File: config.mk
export PLATFORM = sky130hd
export DESIGN_NAME = ddr_bringup_seq
export DESIGN_NICKNAME = d
export VERILOG_FILES = /design/src/rtl/ddr_seq_pkg.sv /design/src/rtl/ddr_seq_steps.sv /design/src/rtl/ddr_seq_timer.sv /design/src/rtl/ddr_seq_ctrl.sv /design/src/rtl/ddr_bringup_seq.sv
export SDC_FILE = /design/constraint.sdc
export NUM_CORES = 1
export LEC_CHECK = 0
export ABC_AREA = 1
export ABC_CLOCK_PERIOD_IN_PS = 3100
export BUFFER_PORTS_ARGS = -buffer_cell sky130_fd_sc_hd__buf_2
export CORE_MARGIN = 1.5
export CORE_UTILIZATION = 50
export CTS_CLUSTER_DIAMETER = 100
export DETAILED_ROUTE_END_ITERATION = 8
export GPL_TIMING_DRIVEN = 0
export PLACE_DENSITY = 0.73
export SYNTH_ARGS = -nofsm -noshare
export SYNTH_HDL_FRONTEND = slang
export SYNTH_HIERARCHICAL = 1
export SYNTH_SLANG_ARGS = --single-unit
File: constraint.sdc
create_clock -name clk -period 3.1 [get_ports clk]
set_input_delay 0.31 -clock clk [delete_from_list [all_inputs] [get_ports clk]]
set_output_delay 0.31 -clock clk [all_outputs]
set_load 0.02 [all_outputs]
File: src/rtl/ddr_seq_pkg.sv
package ddr_seq_pkg;

  localparam int NUM_STEPS = 7;
  localparam int STEP_W    = 3;
  localparam int BANK_W    = 2;

  typedef enum logic [2:0] {
    CMD_LMR = 3'b000,
    CMD_REF = 3'b001,
    CMD_PRE = 3'b010,
    CMD_NOP = 3'b111
  } ddr_cmd_e;

  typedef enum logic [2:0] {
    ST_PWR,
    ST_CKE,
    ST_CMD,
    ST_WAIT,
    ST_GAP,
    ST_DONE
  } seq_state_e;

endpackage

File: src/rtl/ddr_seq_steps.sv
module ddr_seq_steps
  import ddr_seq_pkg::*;
#(
  parameter int ROW_W     = 13,
  parameter int CNT_W     = 16,
  parameter bit DLL_OFF   = 1'b0,
  parameter int T_RP_CYC  = 2,
  parameter int T_MRD_CYC = 2,
  parameter int T_RFC_CYC = 8
) (
  input  logic [STEP_W-1:0] step_idx,
  output logic [2:0]        step_cmd,
  output logic [BANK_W-1:0] step_ba,
  output logic [ROW_W-1:0]  step_row,
  output logic [CNT_W-1:0]  step_wait
);

  localparam logic [ROW_W-1:0] ROW_PRE_ALL = ROW_W'(16'h0400);
  localparam logic [ROW_W-1:0] ROW_EMR     = DLL_OFF ? ROW_W'(16'h0001) : ROW_W'(16'h0000);
  localparam logic [ROW_W-1:0] ROW_MR_RST  = ROW_W'(16'h0121);
  localparam logic [ROW_W-1:0] ROW_MR_RUN  = ROW_W'(16'h0021);

  always_comb begin
    step_ba  = '0;
    step_row = '0;
    case (step_idx)
      3'd0, 3'd3: begin
        step_cmd = CMD_PRE;
        step_row = ROW_PRE_ALL;
      end
      3'd1: begin
        step_cmd = CMD_LMR;
        step_ba  = BANK_W'(1);
        step_row = ROW_EMR;
      end
      3'd2: begin
        step_cmd = CMD_LMR;
        step_row = ROW_MR_RST;
      end
      3'd4, 3'd5: step_cmd = CMD_REF;
      3'd6: begin
        step_cmd = CMD_LMR;
        step_row = ROW_MR_RUN;
      end
      default: step_cmd = CMD_NOP;
    endcase
  end

  always_comb begin
    case (step_cmd)
      CMD_PRE: step_wait = CNT_W'(T_RP_CYC);
      CMD_LMR: step_wait = CNT_W'(T_MRD_CYC);
      CMD_REF: step_wait = CNT_W'(T_RFC_CYC);
      default: step_wait = CNT_W'(1);
    endcase
  end

endmodule

File: src/rtl/ddr_seq_timer.sv
module ddr_seq_timer #(
  parameter int CNT_W = 16,
  parameter int RST_VAL = 0
) (
  input  logic             clk,
  input  logic             rst_n,
  input  logic             load,
  input  logic [CNT_W-1:0] load_val,
  output logic             expired
);

  logic [CNT_W-1:0] cnt_q;
  logic [CNT_W-1:0] cnt_d;
  logic             cnt_en;

  assign expired = (cnt_q == '0);
  assign cnt_en  = load | ~expired;

  always_comb begin
    if (load) cnt_d = load_val;
    else      cnt_d = cnt_q - 1'b1;
  end

  always_ff @(posedge clk or negedge rst_n) begin
    if (!rst_n)      cnt_q <= CNT_W'(RST_VAL);
    else if (cnt_en) cnt_q <= cnt_d;
  end

endmodule

File: src/rtl/ddr_seq_ctrl.sv
module ddr_seq_ctrl
  import ddr_seq_pkg::*;
#(
  parameter int CNT_W        = 16,
  parameter int CKE_HOLD_CYC = 1,
  parameter bit EXTRA_NOP    = 1'b0
) (
  input  logic              clk,
  input  logic              rst_n,
  input  logic              tmr_expired,
  input  logic [CNT_W-1:0]  step_wait,
  output seq_state_e        state,
  output logic [STEP_W-1:0] step_idx,
  output logic              tmr_load,
  output logic [CNT_W-1:0]  tmr_val
);

  localparam logic [STEP_W-1:0] LAST_STEP = STEP_W'(NUM_STEPS - 1);

  seq_state_e        state_q, state_d;
  logic [STEP_W-1:0] step_q, step_d;

  always_comb begin
    state_d  = state_q;
    step_d   = step_q;
    tmr_load = 1'b0;
    tmr_val  = '0;
    case (state_q)
      ST_PWR: if (tmr_expired) begin
        state_d  = ST_CKE;
        tmr_load = 1'b1;
        tmr_val  = CNT_W'(CKE_HOLD_CYC - 1);
      end
      ST_CKE: if (tmr_expired) begin
        state_d = ST_CMD;
        step_d  = '0;
      end
      ST_CMD: begin
        state_d  = ST_WAIT;
        tmr_load = 1'b1;
        tmr_val  = step_wait - 1'b1;
      end
      ST_WAIT: if (tmr_expired) begin
        if (step_q == LAST_STEP) begin
          state_d = ST_DONE;
        end else if (EXTRA_NOP) begin
          state_d = ST_GAP;
        end else begin
          state_d = ST_CMD;
          step_d  = step_q + 1'b1;
        end
      end
      ST_GAP: begin
        state_d = ST_CMD;
        step_d  = step_q + 1'b1;
      end
      default: state_d = ST_DONE;
    endcase
  end

  always_ff @(posedge clk or negedge rst_n) begin
    if (!rst_n) begin
      state_q <= ST_PWR;
      step_q  <= '0;
    end else begin
      state_q <= state_d;
      step_q  <= step_d;
    end
  end

  assign state    = state_q;
  assign step_idx = step_q;

endmodule

File: src/rtl/ddr_bringup_seq.sv
module ddr_bringup_seq
  import ddr_seq_pkg::*;
#(
  parameter int ROW_W        = 13,
  parameter int PWRUP_CYC    = 20000,
  parameter int CKE_HOLD_CYC = 1,
  parameter int T_RP_CYC     = 2,
  parameter int T_MRD_CYC    = 2,
  parameter int T_RFC_CYC    = 8,
  parameter bit DLL_OFF      = 1'b0,
  parameter bit EXTRA_NOP    = 1'b0
) (
  input  logic             clk,
  input  logic             rst_n,
  output logic             ddr_cke,
  output logic [2:0]       ddr_cmd,
  output logic [1:0]       ddr_ba,
  output logic [ROW_W-1:0] ddr_addr,
  output logic [ROW_W+12:0] cmd_word,
  output logic             init_done
);

  localparam int CNT_W = $clog2(PWRUP_CYC + CKE_HOLD_CYC + T_RP_CYC + T_MRD_CYC + T_RFC_CYC + 1);

  seq_state_e        state;
  logic [STEP_W-1:0] step_idx;
  logic              tmr_load, tmr_expired;
  logic [CNT_W-1:0]  tmr_val, step_wait;
  logic [2:0]        step_cmd;
  logic [BANK_W-1:0] step_ba;
  logic [ROW_W-1:0]  step_row;
  logic              issue;

  ddr_seq_steps #(
    .ROW_W(ROW_W), .CNT_W(CNT_W), .DLL_OFF(DLL_OFF),
    .T_RP_CYC(T_RP_CYC), .T_MRD_CYC(T_MRD_CYC), .T_RFC_CYC(T_RFC_CYC)
  ) u_steps (
    .step_idx(step_idx), .step_cmd(step_cmd), .step_ba(step_ba),
    .step_row(step_row), .step_wait(step_wait)
  );

  ddr_seq_timer #(.CNT_W(CNT_W), .RST_VAL(PWRUP_CYC - 1)) u_timer (
    .clk(clk), .rst_n(rst_n), .load(tmr_load), .load_val(tmr_val),
    .expired(tmr_expired)
  );

  ddr_seq_ctrl #(
    .CNT_W(CNT_W), .CKE_HOLD_CYC(CKE_HOLD_CYC), .EXTRA_NOP(EXTRA_NOP)
  ) u_ctrl (
    .clk(clk), .rst_n(rst_n), .tmr_expired(tmr_expired), .step_wait(step_wait),
    .state(state), .step_idx(step_idx), .tmr_load(tmr_load), .tmr_val(tmr_val)
  );

  assign issue     = (state == ST_CMD);
  assign ddr_cke   = (state != ST_PWR);
  assign init_done = (state == ST_DONE);
  assign ddr_cmd   = issue ? step_cmd : CMD_NOP;
  assign ddr_ba    = issue ? step_ba  : '0;
  assign ddr_addr  = issue ? step_row : '0;
  assign cmd_word  = {ddr_addr, ddr_ba, 4'b0000, ddr_cmd, 4'b0000};

endmodule

== Yosys cells after proc, flatten, opt, wreduce, memory -nomap -nowiden ==
Index checks and enable logic that the tools add are counted.
Storage, ports and cells
  logic and storage cells: 57
  output and inout port bits: 46
  flip-flop bits (word level): 21
  bits of input ports: 2
Cells by class
  reduce and logical (&&, ||, !) cells: 12
  equal/unequal tests: 17
  muxes and demuxes: 20
  $add $sub $neg: 3
  bitwise logic cells: 2
Operator list (count)
  case mux 11 bit (3 select lines): 1
  2-to-1 mux 15 bit: 2
  2-to-1 mux 3 bit: 8
  case mux 3 bit (3 select lines): 2
  equality test 3 x 2 -> 1 bit (second input constant): 5
  equality test 3 bit (second input constant): 5
  zero test 15 bit: 1
  case mux 3 bit (5 select lines): 1
  subtractor 15 x 1 -> 15 bit (second input constant): 1
  2-to-1 mux 13 bit: 1
  equality test 3 x 1 -> 1 bit (second input constant): 3
  zero test 3 bit: 3
  inequality test 2 bit (second input constant): 4
  case mux 4 bit (2 select lines): 1
  nonzero test 3 bit: 2
  OR reduction 2 bit: 3
  subtractor 4 x 1 -> 5 bit (second input constant): 1
  AND reduction 4 bit: 1
  adder 3 x 1 -> 3 bit (second input constant): 1
  AND reduction 3 bit: 1
  OR reduction 3 bit: 1
  2-to-1 mux 1 bit: 2
  2-to-1 mux 2 bit: 1
  case mux 1 bit (2 select lines): 1
  other kinds (2): 2

== Longest topological paths before layout ==
Gate-level depths: netlist of the first run.
  word-level depth: 9
  gate-level depth with buffers: 14
  depth with buffers taken out: 13

== Modules after synthesis ==
Netlist of the first run, hierarchy kept.
By module, submodules not included
  ddr_seq_timer: sequential area each 386.6 µm², area each 1117.3 µm², instances 1, cells each 155
  ddr_seq_ctrl: sequential area each 150.1 µm², area each 797.0 µm², instances 1, cells each 134
  ddr_bringup_seq: sequential area each 0.0 µm², area each 412.9 µm², instances 1, cells each 67
  ddr_seq_steps: sequential area each 0.0 µm², area each 241.5 µm², instances 1, cells each 41

== Worst setup path before layout of the first run ==
OpenSTA, ideal clock, no wires.
  path type: flip-flop to flip-flop
  from: register u_timer.cnt_q[0]
  to: register u_timer.cnt_q[8]
  setup time: 0.113 ns
  cell stages (with the launch flop): 14
  data arrival time: 2.021 ns
  path slack: 0.965 ns
  data required time: 2.987 ns
  path buffers: 2
  clock period less this slack: 2.135 ns
  cell sequence: dfstp_2 inv_1 ha_1 nand3_4 nor2_4 nand3_4 inv_1 inv_1 o21ai_1 buf_2 clkbuf_1 o21ai_0 nand2_1 inv_1
Between the ends
  word-level cells in the longest chain between the ends: 4
  elaborated cells on any way between the ends: 7
  classes of those cells: 1 x add/sub; 3 x mux; 2 x bitwise; 1 x reduce/logical
RTL lines
  start, declared: RTL line ddr_seq_timer.sv:12  | logic [CNT_W-1:0] cnt_q;
  start signal, assigned: RTL line ddr_seq_timer.sv:25  | if (!rst_n) cnt_q <= CNT_W'(RST_VAL);
  start signal, assigned: RTL line ddr_seq_timer.sv:26  | else if (cnt_en) cnt_q <= cnt_d;
  zero test 15 bit (*): RTL line ddr_seq_timer.sv:16  | assign expired = (cnt_q == '0);
  named net tmr_expired: RTL line ddr_bringup_seq.sv:27  | logic tmr_load, tmr_expired;
  2-to-1 mux 1 bit (*): RTL line ddr_seq_ctrl.sv:29  | ST_PWR: if (tmr_expired) begin
  case mux 1 bit (2 select lines) (*): RTL line ddr_seq_ctrl.sv:28  | case (state_q)
  named net tmr_load: RTL line ddr_bringup_seq.sv:27
  2-to-1 mux 15 bit / bitwise OR 1 bit (equally long branches): RTL line ddr_seq_timer.sv:20, ddr_seq_timer.sv:17
Mark *: on every way through the listed nets, which the timed path passes. The rest lies on a longest branch.
A chain may end at the register's enable or synchronous reset.

== Worst setup path in the final report of the first run ==
  from: register u_timer.cnt_q[0]
  to: register u_timer.cnt_q[2]
The elaborated chain is that of the path after synthesis.

==> reports/qor.yml, run 1 <==
outcome: "finished, final reports clean"
grt_start_max_net_pins: 22
crit_top_cell: "inv_1"
synth.distinct_cells: 40
drtIter0Drc: 91
yosys_most_used_dff: "dfrtp_1"
syn-cell-area_mm2: 0.00257
root_buffer: "clkbuf_8"
grt_pass1_wl_um: 8400
end_kind: "flip-flop"
avgSynthCellArea_um2: 6.47
setup_viol_count_final: 0
placeableCoreArea_mm2: 0.00485
cp_top_family: "buffers and inverters"
powerDensity_mw_per_mm2: 184
ctsResizeCount: 0
yosysWarnings: 6
antenna_found_initial: 0
async_flop_share_pct: 100
synthCells: 397
final_common_cell: "nand2_1"
clk_pin_slew_worst_paths_ns: 0.09
io_pins: 48
die_h_um: 74.7
grt_pass1_vias: 1897
cts_max_path_buffers: 2
skew_ns: 0.00628
period_needed_ns: 2.61
cp-start-kind: "flip-flop"
post-dp-hpwl_um: 4120
drc: 0
critical_path.slowest_cell: "clkbuf_1"
areaGrowthSynthToFinish_pct: 12.9
synth_seq_cells: 21
h-tree-depth: 1
irDropWorstVdd_v: 0.000152
tns_ns: 0
numClockSinks: 21
gp_congestion: 0.897
start_util_pct: 53.0
final_cell_mix: "nand2_1, nor2_1, inv_1"
vias: 2285
fin_crit_sh_pct: 84.3
final_antenna_net_count: 0
synth_edf_count: 0
via_per_inst: 4.44
rsz0062_at_grt: "no"
die_x_um: 74.7
post_cts_buffers: 0
critPathKind: "reg -> reg"
die_area_mm2: 0.00558
overflow: 0
fmax_ghz: 0.383
routed_wl_um: 4980
holdCritPathClass: "in -> async"
io_buffers: 19
worstPathCellList: "inv_1, ha_1, nand3_4, nor2_4, nand3_4, inv_1, inv_1, o21ai_1, buf_2, clkbuf_1, nand2_1, o21ai_0, nand2_1, inv_1"
ys_seq_area_share_pct: 20.9
clock_latency_ns: 0.26
maxCapViolations: 0
hold_violations: 0
final_nets: 455
crit_buf_inv: 6
crit_required_ns: 3.31
cts_hold_buf: 0
setup_slack_ns: 0.487
diodes: 0
cpPeakStageDelay_ns: 0.41
max_slew_margin_pct: 66.3
gr-usage-all-layers_pct: 19.4
tritoncts: "built"
drive_above_1_share_pct: 30.1
place_ws_ns: 0.504
slew_viol_final: 0
fp-row-count: 25
routedWlPerCell_um: 9.66
critical_path.max_fanout: 10
worstMarginPinSlew_ns: 0.505
arrival_ns: 2.82
cts_buffers: 3
p_leak_nw: 1.52
drtPass1Iterations: 4
==> layer usage <==
layer | vias to the layer above | part of all wire [%] | routed length (um) | GRT usage, %
li1 | 1233 | - | - | -
met1 | 999 | 45 | 2240 | 26.2
met2 | 49 | 51 | 2520 | 33.4
met3 | 4 | 3.7 | 185 | 2.41
met4 | 0 | 0.66 | 33 | 4.24
met5 | - | 0 | 0 | 0
==> cell families (layout without fill, tap and decap cells) <==
logic type,count (synthesis),count (layout),share of synthesized area [%]
buf+inv,112,135,24.2
fa+ha+maj,4,4,1.95
other cells,2,30,0.292
flops,21,21,20.9
compound gates,31,31,6.43
xor+xnor,8,8,2.73
simple gates,219,219,43.5
==> cells in the mapped netlist (2+ instances only) <==
cell,number,area (um2)
nand2_4,3,33.8
o21ai_1,9,45.0
inv_2,4,15.0
dfstp_2,9,236
buf_2,2,10.0
inv_1,53,199
nand3_1,18,90.1
ha_1,4,50.1
xnor2_1,4,35.0
nor2_4,10,113
nor2_2,15,93.8
nand3b_1,3,22.5
buf_4,50,375
o21bai_1,2,15.0
xor2_1,4,35.0
nand2_1,87,327
nand2_2,6,37.5
dfrtp_1,12,300
nor2_1,63,236
nand3_4,2,35.0
o21ai_0,7,35.0
conb_1,2,7.51
a21oi_1,11,55.1
==> worst reg2reg max path, stage by stage (launching register included) <==
cell      delay (ns)
dfstp_2         0.37
inv_1           0.12
ha_1            0.34
nand3_4         0.12
nor2_4          0.14
nand3_4         0.12
inv_1           0.17
inv_1           0.08
o21ai_1         0.13
buf_2           0.20
clkbuf_1        0.41
nand2_1         0.13
o21ai_0         0.10
nand2_1         0.08
inv_1           0.06
==> stage by stage <==
| step | hold WS [ns] | power [W] | instances | utilization [%] | area [um2] |
|---|---|---|---|---|---|
| finish | 0.00253 | 0.000535 | 515 | 59.8 | 2900 |
| global placement | 0.306 | 0.000349 | 511 | 58.8 | 2850 |
| global route | 0.0421 | 0.000566 | 515 | 59.8 | 2900 |
| detailed placement | 0.312 | 0.000349 | 511 | 58.8 | 2850 |
| CTS | 0.0212 | 0.000538 | 515 | 59.8 | 2900 |
| floorplan | 0.0144 | 0.000341 | 425 | - | 2670 |
==> layout make-up <==
type,instances,area [um2]
multi-input combinational,292,1520
inverter,58,220
fill,479,1950
sequential,21,537
tap,67,83.8
timing repair buffer,19,95.1
buffer,54,400
clock buffer,3,41.3
clock inverter,1,5.00
==> final timing paths <==
kind | depth (start not counted) | slack, ns | start | end
setup / recovery | 14 | 0.49 | u_timer/cnt_q[0]$_DFFE_PN1P_ | u_timer/cnt_q[2]$_DFFE_PN1P_
hold / removal | 1 | 0.003 | rst_n | u_timer/cnt_q[8]$_DFFE_PN0P_
setup reg to reg | 14 | 0.49 | u_timer/cnt_q[0]$_DFFE_PN1P_ | u_timer/cnt_q[2]$_DFFE_PN1P_
hold reg to reg | 2 | 0.51 | u_timer/cnt_q[1]$_DFFE_PN1P_ | u_timer/cnt_q[1]$_DFFE_PN1P_
max in group asynchronous | 1 | 2.73 | rst_n | u_timer/cnt_q[1]$_DFFE_PN1P_
min in group clk | 2 | 0.51 | u_timer/cnt_q[1]$_DFFE_PN1P_ | u_timer/cnt_q[1]$_DFFE_PN1P_
==> sequential cells by signal, summed over array words and instances (netlist names) <==
| signal | count |
|---|---|
| u_ctrl/state | 3 |
| u_ctrl/step_idx | 3 |
| u_timer/cnt_q | 15 |
==> power by group <==
part	internal (W)	switching (W)
logic	0.0000331	0.0000399
registers	0.000274	0
clock network	0.0000897	0.0000976
Power figures use the tool's default switching activity.
==> run 2, diff against run 1 <==
--- a/config.mk
+++ b/config.mk
@@ -5,8 +5,8 @@
 export SDC_FILE = /design/constraint.sdc
 export NUM_CORES = 1
 export LEC_CHECK = 0
-export ABC_AREA = 1
-export ABC_CLOCK_PERIOD_IN_PS = 3100
+export ABC_AREA = 0
+export ABC_CLOCK_PERIOD_IN_PS = 2500
 export BUFFER_PORTS_ARGS = -buffer_cell sky130_fd_sc_hd__buf_2
 export CORE_MARGIN = 1.5
 export CORE_UTILIZATION = 50
==> constraint.sdc (replaced) <==
create_clock -name clk -period 2.5 [get_ports clk]
set_input_delay 0.25 -clock clk [delete_from_list [all_inputs] [get_ports clk]]
set_output_delay 0.25 -clock clk [all_outputs]
set_load 0.02 [all_outputs]
==> reports/qor.yml, run 2 <==
cts_max_path_buffers: 2
fp-row-count: 25
synth.top_cell.area_share_pct: 15.2
fmax_ghz: 0.421
worstMarginPinSlew_ns: 1.05
crit_required_ns: 2.65
multi_input_area_mm2: 0.00155
gp_congestion: 0.905
end_kind: "flip-flop"
areaGrowthSynthToFinish_pct: 16.3
h-tree-depth: 1
diodes: 0
holdCritPathClass: "in -> async"
largest-register: "u_timer/cnt_q"
final_cell_mix: "buf_4, conb_1, buf_2"
synth.distinct_cells: 57
routed_wl_um: 5040
maxCapViolations: 0
fillers: 432
die_area_mm2: 0.00528
clk_pin_slew_worst_paths_ns: 0.08
tns_ns: 0
powerDensity_mw_per_mm2: 231
yosysWarnings: 6
numClockSinks: 21
antenna_found_initial: 0
hold_slack_ns: 0.468
cts_buffers: 3
root_buffer: "clkbuf_8"
vias: 2111
final_cells: 401
synth_edf_count: 0
largest_reg_flops: 15
drtPass1Iterations: 4
syn-cell-area_mm2: 0.00242
grt_pass1_vias: 1841
outcome: "finished, final reports clean"
grt_pass1_wl_um: 7910
yosys_most_used_dff: "dfrtp_1"
critPathKind: "reg -> reg"
start_util_pct: 51.7
period_needed_ns: 2.38
async_flop_share_pct: 100
final_nets: 354
max_slew_margin_pct: 29.1
rsz0062_at_grt: "no"
drive_above_1_share_pct: 37.8
setup_viol_count_final: 0
clock_latency_ns: 0.27
skew_ns: 0.00841
ys_top_cells_by_area: "buf_4, dfrtp_1, dfstp_2, nor4bb_1, o31ai_1"
cp-start-kind: "flip-flop"
io_pins: 48
drc: 0
synthCells: 293
final_common_cell: "buf_4"
critical_path.max_fanout: 11
synth.largest_area_cell: "buf_4"
die_h_um: 72.6
io_buffers: 19
yosysMostFrequentCell: "buf_4"
ys_top_cells_by_count: "buf_4, nand2_1, nor2_1, a21oi_1, dfrtp_1"
p_leak_nw: 1.31
slew_viol_final: 0
p_total_w: 0.000651
regArea_um2: 541
final_antenna_net_count: 0
post-dp-hpwl_um: 3760
routedWlPerCell_um: 12.6
via_per_inst: 5.26
synth_seq_cells: 21
overflow: 0
avgSynthCellArea_um2: 8.28
post-route-util_pct: 60.1
arrival_ns: 2.52
fin_crit_sh_pct: 95.0
dp.cells: 394
die_x_um: 72.6
ys_seq_area_share_pct: 22.1
hold_violations: 0
grt_start_max_net_pins: 22
tritoncts: "built"
drtIter0Drc: 135
irDropWorstVdd_v: 0.000374
gr-usage-all-layers_pct: 18.9
placeableCoreArea_mm2: 0.00469
run 2: changes by cell type in the layout (fill, tap and decap cells not counted), sizes merged, moves of 7 or more:
cell and change:
nor3 +7, nor4bb +10, nor2 -70, mux2 +7
or4 +8, or3 +8, o31ai +12, nand2 -76
nor4 +9, clkbuf +10, inv -47, nand3 -16
run 2: per-layer routing:
layer / GRT usage [%] / up-vias / routed length, um
met1: 24.0 / 965 / 2350
met5: 0 / - / 0
met2: 32.9 / 49 / 2410
met4: 5.45 / 0 / 92
li1: - / 1087 / -
met3: 3.45 / 10 / 193
run 2: worst max-delay path: stages, from the launching register on:
cell	delay [ns]
dfrtp_2	0.47
nand2b_2	0.18
nand2_1	0.09
or3_1	0.38
clkbuf_1	0.20
or4_1	0.53
a21oi_1	0.22
a21oi_1	0.09
o311ai_0	0.10
run 2: metrics by stage:
stage               setup WS [ns]  cell area [um2]
finish                      0.125             2820
global route              0.00962             2820
floorplan                  0.0992             2530
CTS                       0.00932             2780
detailed placement         -0.498             2690
global placement           -0.413             2690
run 2: power breakdown:
part / switching, W / total (W) / internal, W / leakage, nW
clock network: 0.000119 / 0.000230 / 0.000111 / 0.0255
logic: 0.0000404 / 0.0000811 / 0.0000407 / 1.04
registers: 0 / 0.000340 / 0.000340 / 0.241
run 2: cell families (layout without fill, tap and decap cells):
kind of cell	after synthesis	in the layout	share of synthesized area, %
AO/OA/AOI/OAI	45	45	11.7
XOR/XNOR	10	10	3.61
adder cells (fa/ha/maj)	4	4	2.06
buffers and inverters	76	102	19.9
flip-flops	21	21	22.1
multiplexers	12	12	5.32
other	2	30	0.310
AND/OR/NAND/NOR	123	123	34.9
run 2: timing repair:
action / 4_1_cts / 5_1_grt
pin swaps: 1 / 1
endpoints found under the setup margin: 19 / 17
buffers inserted: 1 / 2
hold buffers: 1 / 0
gates resized for setup: 5 / 14
endpoints found under the hold margin: 12 / 0
run 2: final timing paths:
check	from	end	slack, ns	cells past startpoint
min reg2reg	u_timer/cnt_q[14]$_DFFE_PN1P_	u_timer/cnt_q[14]$_DFFE_PN1P_	0.58	2
max in group asynchronous	rst_n	u_timer/cnt_q[10]$_DFFE_PN1P_	1.67	2
min in group clk	u_timer/cnt_q[14]$_DFFE_PN1P_	u_timer/cnt_q[14]$_DFFE_PN1P_	0.58	2
min	rst_n	u_ctrl/step_idx[1]$_DFFE_PN0P_	0.47	2
max	u_ctrl/step_idx[0]$_DFFE_PN0P_	u_timer/cnt_q[9]$_DFFE_PN1P_	0.12	8
max reg2reg	u_ctrl/step_idx[0]$_DFFE_PN0P_	u_timer/cnt_q[9]$_DFFE_PN1P_	0.12	8
run 2: final cells by class:
| class | instances | share of cell area, % |
|---|---|---|
| Multi-Input combinational cell | 224 | 55.0 |
| Sequential cell | 21 | 19.2 |
| Tap cell | 54 | 2.40 |
| Clock buffer | 3 | 1.46 |
| Timing Repair Buffer | 23 | 4.53 |
| Clock inverter | 1 | 0.177 |
| Inverter | 11 | 1.46 |
| Buffer | 64 | 15.8 |
==> run 3, diff against run 2 <==
--- a/config.mk
+++ b/config.mk
@@ -9,11 +9,11 @@
 export ABC_CLOCK_PERIOD_IN_PS = 2500
 export BUFFER_PORTS_ARGS = -buffer_cell sky130_fd_sc_hd__buf_2
 export CORE_MARGIN = 1.5
-export CORE_UTILIZATION = 50
+export CORE_UTILIZATION = 48
 export CTS_CLUSTER_DIAMETER = 100
 export DETAILED_ROUTE_END_ITERATION = 8
 export GPL_TIMING_DRIVEN = 0
-export PLACE_DENSITY = 0.73
+export PLACE_DENSITY = 0.71
 export SYNTH_ARGS = -nofsm -noshare
 export SYNTH_HDL_FRONTEND = slang
 export SYNTH_HIERARCHICAL = 1
==> reports/qor.yml, run 3 (same netlist as run 2, synthesis figures left out) <==
grt_pass1_vias: 1775
routedWlPerCell_um: 12.3
placed_area_mm2: 0.00271
final_common_cell: "buf_4"
p_total_w: 0.000651
arrival_ns: 2.53
maxCapViolations: 0
via_per_inst: 5.15
drc: 0
final_nets: 356
comb_power_share_pct: 12.5
drtPass1Iterations: 4
p_sw_share_pct: 24.4
die_h_um: 74.1
final_cell_mix: "buf_4, conb_1, buf_2"
clkPwrFrac_pct: 35.3
regToRegSetupSlack_ns: 0.12
die_area_mm2: 0.00549
gp_congestion: 0.887
reg2reg_depth: 8
die_x_um: 74.1
h-tree-depth: 1
internal_power_w: 0.000492
numClockSinks: 21
tritoncts: "built"
start_util_pct: 50.7
max_slew_margin_pct: 30.8
critical_path.max_fanout: 9
final_antenna_net_count: 0
cts_max_path_buffers: 2
critPathKind: "reg -> reg"
setup_slack_ns: 0.117
routed_wl_um: 5100
io_buffers: 19
areaGrowthSynthToFinish_pct: 17.2
critical_path.slowest_cell: "or4_1"
powerDensity_mw_per_mm2: 229
multi_input_area_mm2: 0.00154
end_kind: "flip-flop"
largest_reg_flops: 15
diodes: 0
p_leak_nw: 1.32
hold_violations: 0
fmax_ghz: 0.420
gr-usage-all-layers_pct: 18.8
holdCritPathClass: "in -> async"
regArea_um2: 539
crit_required_ns: 2.65
fin_crit_sh_pct: 95.3
final_cell_area_mm2: 0.00284
fillers: 464
setup_viol_count_final: 0
root_buffer: "clkbuf_8"
cts_buffers: 3
tns_ns: 0
clk_pin_slew_worst_paths_ns: 0.08
fp-row-count: 25
skew_ns: 0.00586
period_needed_ns: 2.38
largest-register: "u_timer/cnt_q"
drtIter0Drc: 95
power_switching_w: 0.000159
worstMarginPinSlew_ns: 1.02
slew_viol_final: 0
antenna_found_initial: 0
irDropWorstVdd_v: 0.000200
vias: 2141
drive_above_1_share_pct: 37.8
seqPwrFrac_pct: 52.2
cp-start-kind: "flip-flop"
worstPathCellList: "clkbuf_2, and2b_2, or4_1, buf_2, or4_1, a21oi_1, a21oi_1, o311ai_0"
placeableCoreArea_mm2: 0.00479
place_ws_ns: -0.509
cpPeakStageDelay_ns: 0.46
overflow: 0
outcome: "finished, final reports clean"
post-dp-hpwl_um: 3790
grt_start_max_net_pins: 22
grt_pass1_wl_um: 8200
io_pins: 48
clock_latency_ns: 0.26
-- run 3: changes by cell type in the layout (fill, tap and decap cells not counted), sizes merged --
cell,delta
buf,+2
-- run 3: power groups by stage --
stage	logic, W	registers [W]	clock network [W]
4_1_cts	0.0000771	0.000340	0.000235
3_3_place_gp	0.0000754	0.000346	0
6_report	0.0000814	0.000340	0.000230
2_1_floorplan	0.0000671	0.000346	0
3_5_place_dp	0.0000756	0.000346	0
5_1_grt	0.0000918	0.000340	0.000242
-- run 3: worst paths after layout --
path	from	end
worst max-delay path	u_ctrl/step_idx[2]$_DFFE_PN0P_	u_timer/cnt_q[9]$_DFFE_PN1P_
worst min-delay path	rst_n	u_ctrl/step_idx[2]$_DFFE_PN0P_
worst max register to register	u_ctrl/step_idx[2]$_DFFE_PN0P_	u_timer/cnt_q[9]$_DFFE_PN1P_
worst min register to register	u_timer/cnt_q[14]$_DFFE_PN1P_	u_timer/cnt_q[14]$_DFFE_PN1P_
max in group asynchronous	rst_n	u_timer/cnt_q[10]$_DFFE_PN1P_
min in group clk	u_timer/cnt_q[14]$_DFFE_PN1P_	u_timer/cnt_q[14]$_DFFE_PN1P_
-- run 3: worst max-delay path, delay by kind of cell, from the launching register on --
family | cells | cell delay [ns]
AND/OR/NAND/NOR | 3 | 1.13
buffers and inverters | 2 | 0.35
flip-flops | 1 | 0.40
AO/OA/AOI/OAI | 3 | 0.38
-- run 3: through the flow --
step	instances	utilization [%]	hold WS, ns
finish	416	59.4	0.475
global route	416	59.4	0.536
CTS	414	58.5	0.488
detailed placement	407	56.6	0.235
global placement	407	56.6	0.230
floorplan	321	-	-0.0456
-- run 3: timing repair --
action                                 in CTS  in global routing
endpoints found under the hold margin      12                  0
hold buffers                                1                  0
setup endpoints to repair                  19                 17
buffers inserted                            2                  3
gates resized for setup                     5                 11
pin swaps                                   1                  1
-- run 3: cell type report --
class                      instances  share of cell area, %
clock inverter                     1                  0.176
timing repair buffer              25                   5.02
inverter                          11                   1.45
multi-input combinational        224                   54.2
sequential                        21                   19.0
buffer                            64                   15.7
clock buffer                       3                   1.45
tap                               67                   2.95
-- run 3: metal layers --
| layer | track usage [%] | wire [um] |
|---|---|---|
| met1 | 25.1 | 2380 |
| met2 | 33.1 | 2470 |
| met3 | 2.85 | 245 |
| met4 | 1.85 | 8 |
| met5 | 0 | 0 |
